`src/rtl/dwin_pkg.sv`:
```
package dwin_pkg;
    localparam int SEL_W  = 8;
    localparam int LANES  = 4;
    localparam int DATA_W = 8 * LANES;

    typedef struct packed {
        logic [SEL_W-1:0]  sel;
        logic [DATA_W-1:0] data;
        logic              reload;
        logic              cmd;
    } dwin_state_t;
endpackage

```
`src/rtl/dwin_span.sv`:
```
module dwin_span
    import dwin_pkg::*;
#(
    parameter  int ARR_BYTES = 160,
    parameter  int CMD_OFF   = 20,
    localparam int AW        = SEL_W + 2
) (
    input  logic [SEL_W-1:0] sel,
    output logic [AW-1:0]    base,
    output logic [LANES-1:0] lane_ok,
    output logic [LANES-1:0] lane_cmd
);
    assign base = {sel, 2'b00};

    for (genvar i = 0; i < LANES; i++) begin : g_lane
        logic [AW-1:0] byte_a;
        assign byte_a      = base + AW'(i);
        assign lane_ok[i]  = int'(byte_a) < ARR_BYTES;
        assign lane_cmd[i] = (int'(byte_a) == CMD_OFF) || (int'(byte_a) == CMD_OFF + 1);
    end
endmodule

```
`src/rtl/dwin_merge.sv`:
```
module dwin_merge
    import dwin_pkg::*;
(
    input  logic [DATA_W-1:0] old_val,
    input  logic [DATA_W-1:0] new_val,
    input  logic [DATA_W-1:0] wmask,
    input  logic [DATA_W-1:0] w1c,
    output logic [DATA_W-1:0] merged
);
    for (genvar i = 0; i < LANES; i++) begin : g_byte
        logic [7:0] kept;
        assign kept = (old_val[i*8 +: 8] & ~wmask[i*8 +: 8]) | (new_val[i*8 +: 8] & wmask[i*8 +: 8]);
        assign merged[i*8 +: 8] = kept & ~(new_val[i*8 +: 8] & w1c[i*8 +: 8]);
    end
endmodule

```
`src/rtl/dword_window.sv`:
```
module dword_window
    import dwin_pkg::*;
#(
    parameter  int ARR_BYTES = 160,
    parameter  int CMD_OFF   = 20,
    localparam int AW        = SEL_W + 2
) (
    input  logic              clk,
    input  logic              rst_n,
    input  logic              win_we,
    input  logic              win_dw,
    input  logic [LANES-1:0]  win_be,
    input  logic [DATA_W-1:0] win_wdata,
    output logic [DATA_W-1:0] win_rdata,
    output logic [AW-1:0]     arr_addr,
    input  logic [DATA_W-1:0] arr_rdata,
    input  logic [DATA_W-1:0] arr_wmask,
    input  logic [DATA_W-1:0] arr_w1c,
    output logic              arr_we,
    output logic [LANES-1:0]  arr_be,
    output logic [DATA_W-1:0] arr_wdata,
    output logic              cmd_pulse
);
    dwin_state_t st_q, st_d;

    logic [LANES-1:0]  lane_ok, lane_cmd;
    logic [DATA_W-1:0] data_new, reload_val;
    logic              any_wr, hdr_wr, dat_wr;

    dwin_span #(.ARR_BYTES(ARR_BYTES), .CMD_OFF(CMD_OFF)) u_span (
        .sel      (st_q.sel),
        .base     (arr_addr),
        .lane_ok  (lane_ok),
        .lane_cmd (lane_cmd)
    );

    dwin_merge u_merge (
        .old_val (arr_rdata),
        .new_val (data_new),
        .wmask   (arr_wmask),
        .w1c     (arr_w1c),
        .merged  (arr_wdata)
    );

    always_comb begin
        any_wr = win_we && (win_be != '0);
        hdr_wr = any_wr && !win_dw;
        dat_wr = any_wr && win_dw;

        for (int i = 0; i < LANES; i++) begin
            data_new[i*8 +: 8]   = win_be[i] ? win_wdata[i*8 +: 8] : st_q.data[i*8 +: 8];
            reload_val[i*8 +: 8] = lane_ok[i] ? arr_rdata[i*8 +: 8] : 8'h00;
        end

        st_d        = st_q;
        st_d.reload = any_wr;
        st_d.cmd    = dat_wr && ((lane_ok & lane_cmd) != '0);

        if (hdr_wr && win_be[2]) begin
            st_d.sel = win_wdata[23:16];
        end

        if (dat_wr) begin
            st_d.data = data_new;
        end else if (st_q.reload) begin
            st_d.data = reload_val;
        end

        arr_we    = dat_wr && (lane_ok != '0);
        arr_be    = dat_wr ? lane_ok : '0;
        win_rdata = win_dw ? st_q.data : {8'h00, st_q.sel, 16'h0000};
        cmd_pulse = st_q.cmd;
    end

    always_ff @(posedge clk) begin
        if (!rst_n) begin
            st_q <= '0;
        end else begin
            st_q <= st_d;
        end
    end
endmodule

```
`config.mk`:
```
export PLATFORM = sky130hd
export DESIGN_NAME = dword_window
export DESIGN_NICKNAME = d
export VERILOG_FILES = /design/src/rtl/dwin_pkg.sv /design/src/rtl/dwin_span.sv /design/src/rtl/dwin_merge.sv /design/src/rtl/dword_window.sv
export SDC_FILE = /design/constraint.sdc
export NUM_CORES = 1
export LEC_CHECK = 0
export ABC_AREA = 0
export BUFFER_PORTS_ARGS = -buffer_cell sky130_fd_sc_hd__buf_2
export CORE_AREA = 2 2 91 93
export CTS_CLUSTER_DIAMETER = 50
export DETAILED_ROUTE_END_ITERATION = 8
export DIE_AREA = 0 0 93 95
export PLACE_DENSITY = 0.79
export SLEW_MARGIN = 20
export SYNTH_ARGS = -nofsm -noshare
export SYNTH_HDL_FRONTEND = slang
export SYNTH_SLANG_ARGS = --single-unit
```
`constraint.sdc`:
```
create_clock -name clk -period 2.69 [get_ports clk]
set_input_delay 0.538 -clock clk [delete_from_list [all_inputs] [get_ports clk]]
set_output_delay 0.538 -clock clk [all_outputs]
set_load 0.05 [all_outputs]
```
# Word-level counts from Yosys, hierarchy flattened

Cells that the tools add are included.

Eq/ne operators: 7
$lt $le $gt $ge: 4
Mux-type cells: 12
Reduce and logical (&&, ||, !) cells: 14
$add $sub $neg: 3
Bitwise gates (word level): 29

Operators with widths:

| kind                                                                    | number |
|---|---|
| 8-bit AND                                                               | 16 |
| 32-bit 2-to-1 mux                                                       | 3 |
| 8-bit 2-to-1 mux                                                        | 8 |
| 8-bit NOT                                                               | 8 |
| 10-bit by 6-bit equality test with 1-bit output (second input constant) | 6 |
| 10-bit by 8-bit < comparator with 1-bit output (second input constant)  | 4 |
| 8-bit bitwise OR                                                        | 4 |
| 10-bit by 2-bit adder with 10-bit output (second input constant)        | 2 |
| 4-bit nonzero test                                                      | 3 |
| 10-bit by 1-bit adder with 10-bit output (second input constant)        | 1 |
| 8-bit by 4-bit equality test with 1-bit output (second input constant)  | 1 |
| 1-bit logical AND                                                       | 6 |
| 4-bit AND                                                               | 1 |
| 4-bit 2-to-1 mux                                                        | 1 |
| 1-bit logical OR                                                        | 3 |
| 2-bit nonzero test                                                      | 1 |
| 1-bit logical NOT                                                       | 1 |

Register bits after elaboration: 42
Logic and storage cells: 73
Bits of input ports: 136
Output and inout bits: 80

# Depth between registers and ports, before layout

Gate-level depths: netlist of the first run.

Depth in word-level cells: 6
Depth in mapped cells: 7
Mapped depth without buffers: 3

# Hierarchy

From an unflattened synthesis of the first run, not the netlist that was laid out.

Cell total of the unflattened synthesis: 425
Area total of the unflattened synthesis: 3404.5 sq um

By module, submodules not included:

| module       | times used | cells an instance | sequential area each (sq um) | area each (sq um) |
|---|---|---|---|---|
| dword_window | 1          | 339               | 840.8                        | 2765.2 |
| dwin_merge   | 1          | 64                | 0.0                          | 480.5 |
| dwin_span    | 1          | 22                | 0.0                          | 158.9 |

# Worst setup path after synthesis of the first run

Ideal clock, no wire load.

Path kind: input-to-output
Start point: input port win_be[2]
End point: output port arr_be[0]
Stages on the path: 7
Buffers on the path: 4
Path slack: -360 ps
Arrival: 2512 ps
Cells stage by stage: buf_2 -> o41ai_4 -> or2_1 -> buf_6 -> buf_12 -> nor2_1 -> buf_4

Word-level cells in the longest chain between the ends: 4

Ends and longest elaborated chain:

| item               | line               | text |
|---|---|---|
| start: declaration | dword_window.sv:12 | `input logic [LANES-1:0] win_be,` |
| 4-bit nonzero test | dword_window.sv:46 | `any_wr = win_we && (win_be != '0);` |
| 1-bit logical AND  | dword_window.sv:46 |  |
| 1-bit logical AND  | dword_window.sv:48 | `dat_wr = any_wr && win_dw;` |
| 4-bit 2-to-1 mux   | dword_window.sv:70 | `arr_be = dat_wr ? lane_ok : '0;` |
| end: declaration   | dword_window.sv:20 | `output logic [LANES-1:0] arr_be,` |

Every way passes these cells.

# Final worst setup path of the first run

Start point: input port win_be[0]
End point: output port arr_be[2]

Same word-level chain as after synthesis.

==> out/results.txt, run 1 <==
crit path launch: win_be[0]
max_slew headroom: 0.504
Final setup violation count: 0
data arrival time at the worst-slack endpoint: 1680 ps
fraction of layout instances using a drive strength above 1: 0.500
HP Start: win_wdata[23]
DRC viols: 0
post-cts sizing count: 0
Synth top cells by count: sky130_fd_sc_hd__dfxtp_1, sky130_fd_sc_hd__mux2_2, sky130_fd_sc_hd__mux2i_1, sky130_fd_sc_hd__nor3_1
least setup slack across all paths after layout: 470 ps
cell internal power dissipation: 1.26 mW
average wire length per cell after detail routing: 15.8 um
worst clock skew on the final layout: 4.63 ps
clock tree from TritonCTS: built
overall routed net length: 10500 um
htree depth: 2
area enclosed by the die boundary: 0.00884 mm^2
Worst setup EP type: output port
cell with the most instances after synthesis: sky130_fd_sc_hd__dfxtp_1
share of async-settable or async-resettable flops after synthesis: 0
number of cells after detailed placement: 658
Die X-Extent: 93 um
Worst Hold Margin: 501 ps
leakage power: 2.16 nW
unrepaired setup endpoints after global routing: false
filler cell count: 774
Crit-path slowest cell: sky130_fd_sc_hd__or2_2
register bit count reported by yosys: 42
gate family responsible for the most delay along the worst path: buffers and inverters
Hold Vio Cnt, Final: 0
cells along the critical path: buf_2 > o41ai_4 > or2_2 > nor2_4 > buf_2
overall global routing resource usage: 0.226
launching element type of the critical path: input pin
post-synthesis sequential area ratio: 0.256
total of hold buffers inserted after clock tree synthesis: 0
Max Clock Freq: 451 MHz
number of nets in the finished design: 696
placer congestion estimate: 0.799
average footprint of a synthesized cell: 8.76 um^2
global-route wire length before repair: 16100 um
buffering stage count on the worst path with inverters included: 2
pre-CTS WS: 468 ps
clock insertion delay at the later pin of the skew report: 290 ps
number of setup buffers added after CTS: 0
PwrDens: 475 mW/mm^2
Detailed Routing Iterations Pass 1: 4
Synth top area share: 0.256
Synth cell types: 27
slew at the pin closest to its max-slew limit: 743 ps
via count of the first global-routing pass: 3390
result of the run: finished clean
total count of max-transition violations in the final report: 0
source of the worst register-to-register timing path: st_q[1]$_SDFF_PN0_
Syn-to-layout area delta: 33.7%
final period utilization: 0.825
clock power share: 0.244
required arrival time at the worst endpoint: 2150 ps
clock buffers created by TritonCTS: 5
Post-DP HPWL: 7910 um
post-layout min period: 2220 ps
Vias: 3555
number of vias per cell: 5.35
netlist area before placement: 0.00328 mm^2
post-synth top area cell: sky130_fd_sc_hd__dfxtp_1
Clock Path Buffers: 2
sink count of the clock tree: 42
DRC marker count from the first detailed-route iteration: 115
logic gate share of total power: 0.420
Initial Util: 0.414
count of flip-flops with a built-in enable after synthesis: 0
WS Path Type: in2out
die outline height: 95 um
worst vdd ir: 0.287 mV
clock slew at reported path FFs: 80 ps
yosys warns: 0
Switch Pwr: 0.826 mW
sequential group share of total power: 0.336
main area contributors after synthesis: sky130_fd_sc_hd__dfxtp_1, sky130_fd_sc_hd__mux2_2, sky130_fd_sc_hd__mux2i_1, sky130_fd_sc_hd__a311oi_1, sky130_fd_sc_hd__nand2b_1
main flop type after synthesis: sky130_fd_sc_hd__dfxtp_1
Most common cell on crit path: sky130_fd_sc_hd__buf_2
antenna-violating nets left: 0
proportion of total power due to net switching: 0.396
critical-path maximum fanout: 9
number of top-level pins: 216
CORE AREA: 0.00793 mm^2
accumulated negative setup slack: 0 ps
Port Buf Inserts: 213
pin count of the biggest net entering global routing: 34
type of the tightest min-delay check: in2reg
overall overflow remaining after global route: 0
number of antenna violations at the first check in global routing: 0
post-synthesis instance total: 375
number of standard cells in the layout, taps in and fillers out: 665
number of placement rows: 33
diodes inserted: 0
Slowest Stage Delay on Critical Path: 320 ps
Clock Tree Root: sky130_fd_sc_hd__clkbuf_8
Max Cap Viol: 0
## flip-flops by register name, summed over array words and instances (netlist names)
register,flops
cmd_pulse,1
st_q,41
## worst paths after layout
kind | end | slack (ps) | depth (start not counted)
setup reg to reg | st_q[33]$_SDFFE_PN0P_ | 1060 | 5
hold / removal | st_q[41]$_SDFFE_PN0P_ | 500 | 3
hold reg to reg | st_q[27]$_SDFFE_PN0P_ | 520 | 2
setup / recovery | arr_be[2] | 470 | 5
## through the flow
stage	utilization	cell area (um^2)	power (mW)
6_report	0.554	4390	2.09
5_1_grt	0.554	4390	2.19
4_1_cts	0.554	4390	2.11
3_5_place_dp	0.540	4280	1.59
3_3_place_gp	0.540	4280	1.57
2_1_floorplan	-	3300	1.35
## power by group through the flow
stage | Sequential [mW] | Combinational, mW | Clock (mW)
final | 0.701 | 0.876 | 0.509
after floorplan | 0.703 | 0.651 | 0
after global routing | 0.707 | 0.933 | 0.547
after CTS | 0.701 | 0.879 | 0.526
after detailed placement | 0.715 | 0.876 | 0
after global placement | 0.712 | 0.860 | 0
## layout make-up
| cell class | count | area [um^2] | area share |
|---|---|---|---|
| clock buffers | 6 | 82.6 | 0.0188 |
| clock inverters | 1 | 30.0 | 0.00684 |
| inverters | 2 | 7.51 | 0.00171 |
| multi-input cells | 286 | 2140 | 0.488 |
| flip-flops and latches | 42 | 841 | 0.192 |
| well taps | 105 | 131 | 0.0299 |
| repair buffers | 223 | 1150 | 0.263 |
## logic make-up (layout without fill, tap and decap cells)
family | after synthesis | in the layout | share of synthesized area
AOI/OAI and AO/OA | 66 | 66 | 0.154
buffers and inverters | 48 | 232 | 0.0975
DFF | 42 | 42 | 0.256
muxes | 80 | 80 | 0.259
other | 1 | 2 | 0.00114
and+or+nand+nor | 138 | 138 | 0.233
## worst reg2reg max path, delay by kind of cell (launching register included)
family / cells / cell delay [ps]
AOI/OAI and AO/OA: 1 / 310
buffers and inverters: 2 / 540
DFF: 1 / 310
and+or+nand+nor: 2 / 360
## placed cells by master (no fill, tap or decap)
cell / instances
sky130_fd_sc_hd__nor2_1: 10
sky130_fd_sc_hd__or2_2: 1
sky130_fd_sc_hd__inv_1: 2
sky130_fd_sc_hd__nor3b_4: 1
sky130_fd_sc_hd__a311oi_1: 27
sky130_fd_sc_hd__buf_2: 213
sky130_fd_sc_hd__nand3_1: 32
sky130_fd_sc_hd__dfxtp_1: 42
sky130_fd_sc_hd__nor2_4: 1
sky130_fd_sc_hd__buf_12: 1
sky130_fd_sc_hd__nor3_1: 33
sky130_fd_sc_hd__nand2b_1: 32
sky130_fd_sc_hd__clkbuf_8: 6
sky130_fd_sc_hd__nand2_1: 1
sky130_fd_sc_hd__o21ai_2: 1
sky130_fd_sc_hd__nand3b_1: 1
sky130_fd_sc_hd__nand4b_1: 1
sky130_fd_sc_hd__conb_1: 2
sky130_fd_sc_hd__bufinv_16: 1
sky130_fd_sc_hd__buf_4: 9
sky130_fd_sc_hd__mux2i_1: 40
sky130_fd_sc_hd__mux2_2: 40
sky130_fd_sc_hd__nor4b_1: 1
sky130_fd_sc_hd__a311oi_2: 5
sky130_fd_sc_hd__o41ai_4: 1
sky130_fd_sc_hd__a21oi_1: 32
sky130_fd_sc_hd__and2_1: 24
## routing by layer
layer	track usage	part of all wire	vias to the layer above
li1	-	-	1742
met1	0.272	0.41	1639
met2	0.421	0.51	164
met3	0.0327	0.069	10
met4	0.0600	0.011	0
met5	0	0	-
No activity file was read; power rests on OpenSTA's default activity.
==> inputs of run 2 (changes only) <==
--- a/config.mk
+++ b/config.mk
@@ -5,13 +5,13 @@
 export SDC_FILE = /design/constraint.sdc
 export NUM_CORES = 1
 export LEC_CHECK = 0
-export ABC_AREA = 0
+export ABC_AREA = 1
 export BUFFER_PORTS_ARGS = -buffer_cell sky130_fd_sc_hd__buf_2
-export CORE_AREA = 2 2 91 93
+export CORE_AREA = 2 2 98 100
 export CTS_CLUSTER_DIAMETER = 50
 export DETAILED_ROUTE_END_ITERATION = 8
-export DIE_AREA = 0 0 93 95
-export PLACE_DENSITY = 0.79
+export DIE_AREA = 0 0 100 102
+export PLACE_DENSITY = 0.75
 export SLEW_MARGIN = 20
 export SYNTH_ARGS = -nofsm -noshare
 export SYNTH_HDL_FRONTEND = slang
==> constraint.sdc (replaced) <==
create_clock -name clk -period 1.8 [get_ports clk]
set_input_delay 0.36 -clock clk [delete_from_list [all_inputs] [get_ports clk]]
set_output_delay 0.36 -clock clk [all_outputs]
set_load 0.05 [all_outputs]
==> run 2 against run 1 <==
First-iteration DRC count increased by 9.6%. Highest routed layer unchanged. Largest cell class unchanged. Sequential share of layout area decreased by 3.0 points. Critical path type is now reg2out. Power increased by 61%. Worst hold slack got worse by 150 ps. Via count increased by 25%. Worst setup slack got worse by 410 ps. Clock power increased by 81%. Clock-buffer cell count unchanged. Core utilization increased by 2.0 points.
==> out/results.txt, run 2 <==
launching element type of the critical path: register
antenna-violating nets left: 0
buffering stage count on the worst path with inverters included: 2
register bit count reported by yosys: 42
clock slew at reported path FFs: 80 ps
Synth top cells by count: sky130_fd_sc_hd__nand2_1, sky130_fd_sc_hd__inv_1, sky130_fd_sc_hd__nand3_1, sky130_fd_sc_hd__o21ai_0, sky130_fd_sc_hd__dfxtp_1
diodes inserted: 0
post-synth top area cell: sky130_fd_sc_hd__dfxtp_1
overall routed net length: 11100 um
met2 Track Usage GR: 0.388
Max Cap Viol: 0
Synth cell types: 20
sink count of the clock tree: 42
number of placement rows: 35
Post-DP HPWL: 8320 um
max_slew headroom: 0.485
routing usage on met1: 0.245
Switch Pwr: 1.29 mW
fraction of layout instances using a drive strength above 1: 0.371
die outline height: 102 um
number of antenna violations at the first check in global routing: 0
total of hold buffers inserted after clock tree synthesis: 0
clock insertion delay at the later pin of the skew report: 290 ps
via count of the first global-routing pass: 3902
filler cell count: 953
Most common cell on crit path: sky130_fd_sc_hd__nor2_4
commonest non-fill, non-tap cell in the layout: sky130_fd_sc_hd__nand2_1
type of the tightest min-delay check: in2reg
slew at the pin closest to its max-slew limit: 771 ps
count of flip-flops with a built-in enable after synthesis: 0
worst clock skew on the final layout: 1.82 ps
Detailed Routing Iterations Pass 1: 4
Vias: 4461
data arrival time at the worst-slack endpoint: 1380 ps
CORE AREA: 0.00911 mm^2
DRC viols: 0
final period utilization: 0.966
PwrDens: 642 mW/mm^2
Final setup violation count: 0
global-route wire length before repair: 17500 um
main area contributors after synthesis: sky130_fd_sc_hd__dfxtp_1, sky130_fd_sc_hd__nand2_1, sky130_fd_sc_hd__nand3_1, sky130_fd_sc_hd__inv_1, sky130_fd_sc_hd__mux2i_1
Worst Hold Margin: 352 ps
Synth top area share: 0.236
required arrival time at the worst endpoint: 1440 ps
leakage power: 3.26 nW
overall global routing resource usage: 0.210
Hold Vio Cnt, Final: 0
placer congestion estimate: 0.860
Die X-Extent: 100 um
WS Path Type: reg2out
worst vdd ir: 0.443 mV
most used cells in the layout excluding fill and tap cells: sky130_fd_sc_hd__nand2_1, sky130_fd_sc_hd__buf_2, sky130_fd_sc_hd__inv_1
result of the run: finished clean
Port Buf Inserts: 213
Clock Path Buffers: 2
Clock Tree Root: sky130_fd_sc_hd__clkbuf_8
Crit-path slowest cell: sky130_fd_sc_hd__dfxtp_2
share of async-settable or async-resettable flops after synthesis: 0
Syn-to-layout area delta: 46.9%
gr busiest metal: met2
post-synthesis instance total: 624
unrepaired setup endpoints after global routing: true
number of nets in the finished design: 974
logic gate share of total power: 0.421
post-synthesis sequential area ratio: 0.236
sum of internal, switching and leakage power: 3.36 mW
Max Clock Freq: 575 MHz
critical-path maximum fanout: 5
cell internal power dissipation: 2.07 mW
pin count of the biggest net entering global routing: 66
netlist area before placement: 0.00356 mm^2
main flop type after synthesis: sky130_fd_sc_hd__dfxtp_1
proportion of total power due to net switching: 0.385
sequential group share of total power: 0.305
register with the highest flop count: st_q
yosys warns: 0
Initial Util: 0.391
DRC marker count from the first detailed-route iteration: 126
average wire length per cell after detail routing: 11.7 um
total count of max-transition violations in the final report: 0
met3 track utilization from global routing: 0.0472
cell with the most instances after synthesis: sky130_fd_sc_hd__nand2_1
clock power share: 0.274
clock tree from TritonCTS: built
average footprint of a synthesized cell: 5.71 um^2
gate family responsible for the most delay along the worst path: simple AND/OR/NAND/NOR gates
area enclosed by the die boundary: 0.0102 mm^2
number of vias per cell: 4.70
number of top-level pins: 216
clock buffers created by TritonCTS: 5
htree depth: 2
overall overflow remaining after global route: 0
post-layout min period: 1740 ps
cells along the critical path: nor2_4 > nor2_2 > nor2_4 > inv_4 > nor2_4 > buf_6
Largest register FFs: 41
Slowest Stage Delay on Critical Path: 350 ps
Worst setup EP type: output port
[run 2: changes by cell type after synthesis, moves of 24 or more]
cell	delta
sky130_fd_sc_hd__a311oi_1	-27
sky130_fd_sc_hd__and2_1	-24
sky130_fd_sc_hd__inv_1	+123
sky130_fd_sc_hd__mux2_2	-40
sky130_fd_sc_hd__nand2_1	+179
sky130_fd_sc_hd__nand2b_1	-32
sky130_fd_sc_hd__nand3_1	+73
sky130_fd_sc_hd__nor3_1	-31
sky130_fd_sc_hd__o21ai_0	+47
[run 2: metrics by stage]
stage / setup slack (ps) / setup TNS, ps / cell area, um^2 / utilization / std cells
after floorplan: -198 / -1420 / 3720 / - / 625
after global placement: -102 / -2590 / 4920 / 0.540 / 940
after detailed placement: -112 / -2860 / 4920 / 0.540 / 940
after CTS: 2.98 / 0 / 5090 / 0.559 / 948
after global routing: -9.37 / -23.0 / 5230 / 0.574 / 950
final: 60.6 / 0 / 5230 / 0.574 / 950
[run 2: final timing paths]
kind	from	endpoint	cells after the start	slack (ps)
worst max-delay path	st_q[37]$_SDFFE_PN0P_	arr_we	6	60
worst min register to register	st_q[36]$_SDFFE_PN0P_	st_q[36]$_SDFFE_PN0P_	2	490
worst min-delay path	rst_n	st_q[1]$_SDFF_PN0_	3	350
worst max register to register	st_q[37]$_SDFFE_PN0P_	st_q[29]$_SDFFE_PN0P_	8	420
[run 2: power by group through the flow]
stage	Clock, mW	Combinational, mW	Sequential [mW]
detailed placement	0	1.34	1.05
finish	0.921	1.41	1.03
global placement	0	1.34	1.05
floorplan	0	0.944	1.03
CTS	0.955	1.36	1.02
global route	0.995	1.53	1.03
[run 2: area by class of cell]
class	count	area [um^2]	share of cell area
tap	111	139	0.0266
timing repair buffer	253	1510	0.289
clock buffer	6	82.6	0.0158
clock inverter	2	60.1	0.0115
sequential	42	847	0.162
inverter	125	475	0.0909
multi-input combinational	411	2110	0.404
[run 2: worst reg2reg max path, cell delays in order (launching register included)]
cell and delay (ps):
sky130_fd_sc_hd__dfxtp_2 350, sky130_fd_sc_hd__nor2_4 110, sky130_fd_sc_hd__nor2_2 60, sky130_fd_sc_hd__nor2_4 110, sky130_fd_sc_hd__buf_4 370, sky130_fd_sc_hd__nand3_1 140, sky130_fd_sc_hd__nand3_1 90, sky130_fd_sc_hd__nand2_1 50
sky130_fd_sc_hd__inv_1 50
[run 2: repair_timing]
action,4_1_cts,5_1_grt
setup buffers,0,2
pin swaps,0,3
resized for setup,15,72
setup endpoints to repair,11,39
hold endpoints to repair,0,0
[run 2: cells by family after synthesis]
group / after synthesis / share of synthesized area
multiplexers: 24 / 0.0675
other: 1 / 0.00105
flip-flops: 42 / 0.236
AND/OR/NAND/NOR: 298 / 0.358
AO/OA/AOI/OAI: 87 / 0.122
buffers and inverters: 172 / 0.215
[run 2: metal layers]
metal	wire (um)	up-vias
met3	790	14
met1	4630	1926
met2	5560	167
met5	0	-
met4	137	0
li1	-	2354
==> inputs of run 3 (changes only) <==
--- a/config.mk
+++ b/config.mk
@@ -7,12 +7,13 @@
 export LEC_CHECK = 0
 export ABC_AREA = 1
 export BUFFER_PORTS_ARGS = -buffer_cell sky130_fd_sc_hd__buf_2
-export CORE_AREA = 2 2 98 100
+export CORE_AREA = 2 2 96 98
 export CTS_CLUSTER_DIAMETER = 50
 export DETAILED_ROUTE_END_ITERATION = 8
-export DIE_AREA = 0 0 100 102
-export PLACE_DENSITY = 0.75
+export DIE_AREA = 0 0 98 100
+export PLACE_DENSITY = 0.8
 export SLEW_MARGIN = 20
 export SYNTH_ARGS = -nofsm -noshare
 export SYNTH_HDL_FRONTEND = slang
+export SYNTH_HIERARCHICAL = 1
 export SYNTH_SLANG_ARGS = --single-unit
==> constraint.sdc (replaced) <==
create_clock -name clk -period 1.7 [get_ports clk]
set_input_delay 0.34 -clock clk [delete_from_list [all_inputs] [get_ports clk]]
set_output_delay 0.34 -clock clk [all_outputs]
set_load 0.05 [all_outputs]
==> run 3 against run 2 <==
The flow now finishes with violations (negative setup slack). Combinational power is 37% higher. First-iteration DRC count did not move. Core utilization increased by 8.6 points. Largest power group unchanged.
==> out/results.txt, run 3 <==
Slowest Stage Delay on Critical Path: 340 ps
final period utilization: 1.02
Final setup violation count: 1
unrepaired setup endpoints after global routing: true
final cell area excluding filler cells: 0.00587 mm^2
main area contributors after synthesis: sky130_fd_sc_hd__nand2_1, sky130_fd_sc_hd__dfxtp_1, sky130_fd_sc_hd__inv_1, sky130_fd_sc_hd__nor2_1, sky130_fd_sc_hd__nand4_1
overall overflow remaining after global route: 0
PwrDens: 631 mW/mm^2
total count of max-transition violations in the final report: 0
diodes inserted: 0
data arrival time at the worst-slack endpoint: 1390 ps
Largest register FFs: 41
overall routed net length: 12400 um
post-layout min period: 1730 ps
yosys warns: 6
via count of the first global-routing pass: 4377
CORE AREA: 0.00889 mm^2
area enclosed by the die boundary: 0.00980 mm^2
type of the tightest min-delay check: in2reg
share of async-settable or async-resettable flops after synthesis: 0
Port Buf Inserts: 213
Synth cell types: 21
post-synthesis instance total: 764
Initial Util: 0.443
clock slew at reported path FFs: 80 ps
Max Clock Freq: 578 MHz
Die X-Extent: 98 um
final design utilization: 0.660
sink count of the clock tree: 42
total of hold buffers inserted after clock tree synthesis: 0
post-synth top area cell: sky130_fd_sc_hd__nand2_1
instance area after placement: 0.00537 mm^2
overall global routing resource usage: 0.227
main flop type after synthesis: sky130_fd_sc_hd__dfxtp_1
Detailed Routing Iterations Pass 1: 4
global-route wire length before repair: 19100 um
number of antenna violations at the first check in global routing: 0
clock buffers created by TritonCTS: 5
fraction of layout instances using a drive strength above 1: 0.376
DRC viols: 0
buffering stage count on the worst path with inverters included: 2
Synth top cells by count: sky130_fd_sc_hd__nand2_1, sky130_fd_sc_hd__inv_1, sky130_fd_sc_hd__nor2_1, sky130_fd_sc_hd__dfxtp_1, sky130_fd_sc_hd__nand3_1
critical-path maximum fanout: 6
cell with the most instances after synthesis: sky130_fd_sc_hd__nand2_1
Syn-to-layout area delta: 48.9%
Max Cap Viol: 0
worst clock skew on the final layout: 1.23 ps
Clock Path Buffers: 2
Hold Vio Cnt, Final: 0
least setup slack across all paths after layout: -31.0 ps
cells along the critical path: nor2_4 > nand2_2 > nand2_4 > inv_2 > a41oi_4 > buf_6
number of top-level pins: 216
clock tree from TritonCTS: built
die outline height: 100 um
number of stages on the worst setup path: 6
register bit count reported by yosys: 42
gate family responsible for the most delay along the worst path: flip-flops
pin count of the biggest net entering global routing: 36
number of nets in the finished design: 1129
post-synthesis sequential area ratio: 0.213
leakage power: 3.66 nW
placer congestion estimate: 0.946
netlist area before placement: 0.00394 mm^2
pre-CTS WS: -45.9 ps
failing checks: negative setup slack
required arrival time at the worst endpoint: 1360 ps
most used cells in the layout excluding fill and tap cells: sky130_fd_sc_hd__nand2_1, sky130_fd_sc_hd__buf_2, sky130_fd_sc_hd__inv_1
antenna-violating nets left: 0
number of cells on the worst reg-to-reg path: 12
sum of internal, switching and leakage power: 3.71 mW
Post-DP HPWL: 9220 um
result of the run: finished, violations left
number of placement rows: 35
DRC marker count from the first detailed-route iteration: 126
clock insertion delay at the later pin of the skew report: 290 ps
commonest non-fill, non-tap cell in the layout: sky130_fd_sc_hd__nand2_1
number of vias per cell: 4.77
htree depth: 2
Synth top area share: 0.248
worst vdd ir: 0.376 mV
WS Path Type: reg2out
Crit-path slowest cell: sky130_fd_sc_hd__dfxtp_2
register with the highest flop count: st_q
average footprint of a synthesized cell: 5.16 um^2
launching element type of the critical path: register
count of flip-flops with a built-in enable after synthesis: 0
average wire length per cell after detail routing: 11.2 um
Vias: 5276
Clock Tree Root: sky130_fd_sc_hd__clkbuf_8
Worst setup EP type: output port
cell depth of the worst hold path: 3
run 3: changes by cell type after synthesis, moves of 33 or more:
cell,before,now
sky130_fd_sc_hd__o21ai_1,0,34
sky130_fd_sc_hd__nand3_1,105,41
sky130_fd_sc_hd__nor2_1,6,72
sky130_fd_sc_hd__inv_1,125,165
sky130_fd_sc_hd__nand2_1,180,261
sky130_fd_sc_hd__o21ai_0,47,14
run 3: metrics by stage:
stage                     setup TNS, ps  cells  hold WS (ps)
after global placement            -94.1   1088           472
final                             -31.0   1105           313
after detailed placement           -117   1088           475
after CTS                          -106   1104           305
after global routing               -443   1105           313
after floorplan                   -2470    767           461
run 3: worst reg2reg max path: cells and delay by family (launching register included):
family / cells / cell delay (ps)
simple gates: 6 / 530
buf+inv: 6 / 740
flops: 1 / 340
run 3: logic make-up (layout without fill, tap and decap cells):
logic type,count (synthesis),count (layout),share of synthesized area
AND/OR/NAND/NOR,413,413,0.438
AO/OA/AOI/OAI,89,89,0.114
flip-flops,42,42,0.213
buffers and inverters,219,446,0.234
other,1,4,0.000951
run 3: layout make-up:
| class | instances | area, um^2 |
|---|---|---|
| Fill cell | 867 | 3020 |
| Multi-Input combinational cell | 506 | 2420 |
| Timing Repair Buffer | 269 | 1720 |
| Sequential cell | 42 | 852 |
| Inverter | 169 | 646 |
| Tap cell | 111 | 139 |
| Clock buffer | 7 | 86.3 |
| Clock inverter | 1 | 5.00 |
run 3: timing repair:
action | 4_1_cts | 5_1_grt
setup buffers | 8 | 1
setup endpoints to repair | 17 | 62
gates resized for setup | 24 | 127
gates cloned | 0 | 0
hold endpoints to repair | 0 | 0
pin swaps | 1 | 30
run 3: power by group:
| group | internal, mW | switching, mW |
|---|---|---|
| sequential | 1.06 | 0.0539 |
| clock | 0.328 | 0.328 |
| combinational | 0.704 | 1.23 |
| total | 2.09 | 1.61 |
run 3: final timing paths:
check                             start                    end  slack [ps]
setup reg to reg  st_q[40]$_SDFFE_PN0P_   cmd_pulse$_SDFF_PN0_          20
hold reg to reg   st_q[24]$_SDFFE_PN0P_  st_q[24]$_SDFFE_PN0P_         490
setup / recovery  st_q[40]$_SDFFE_PN0P_                 arr_we         -30
hold / removal            win_wdata[16]  st_q[34]$_SDFFE_PN0P_         310
run 3: layer usage:
metal  up-vias  wire length (um)  part of all wire  GRT usage
met1      2327              5150              0.41      0.286
met5         -                 0                 0          0
li1       2743                 -                 -          -
met4         0               201             0.016     0.0491
met2       186              6270              0.50      0.414
met3        20               803             0.065     0.0313
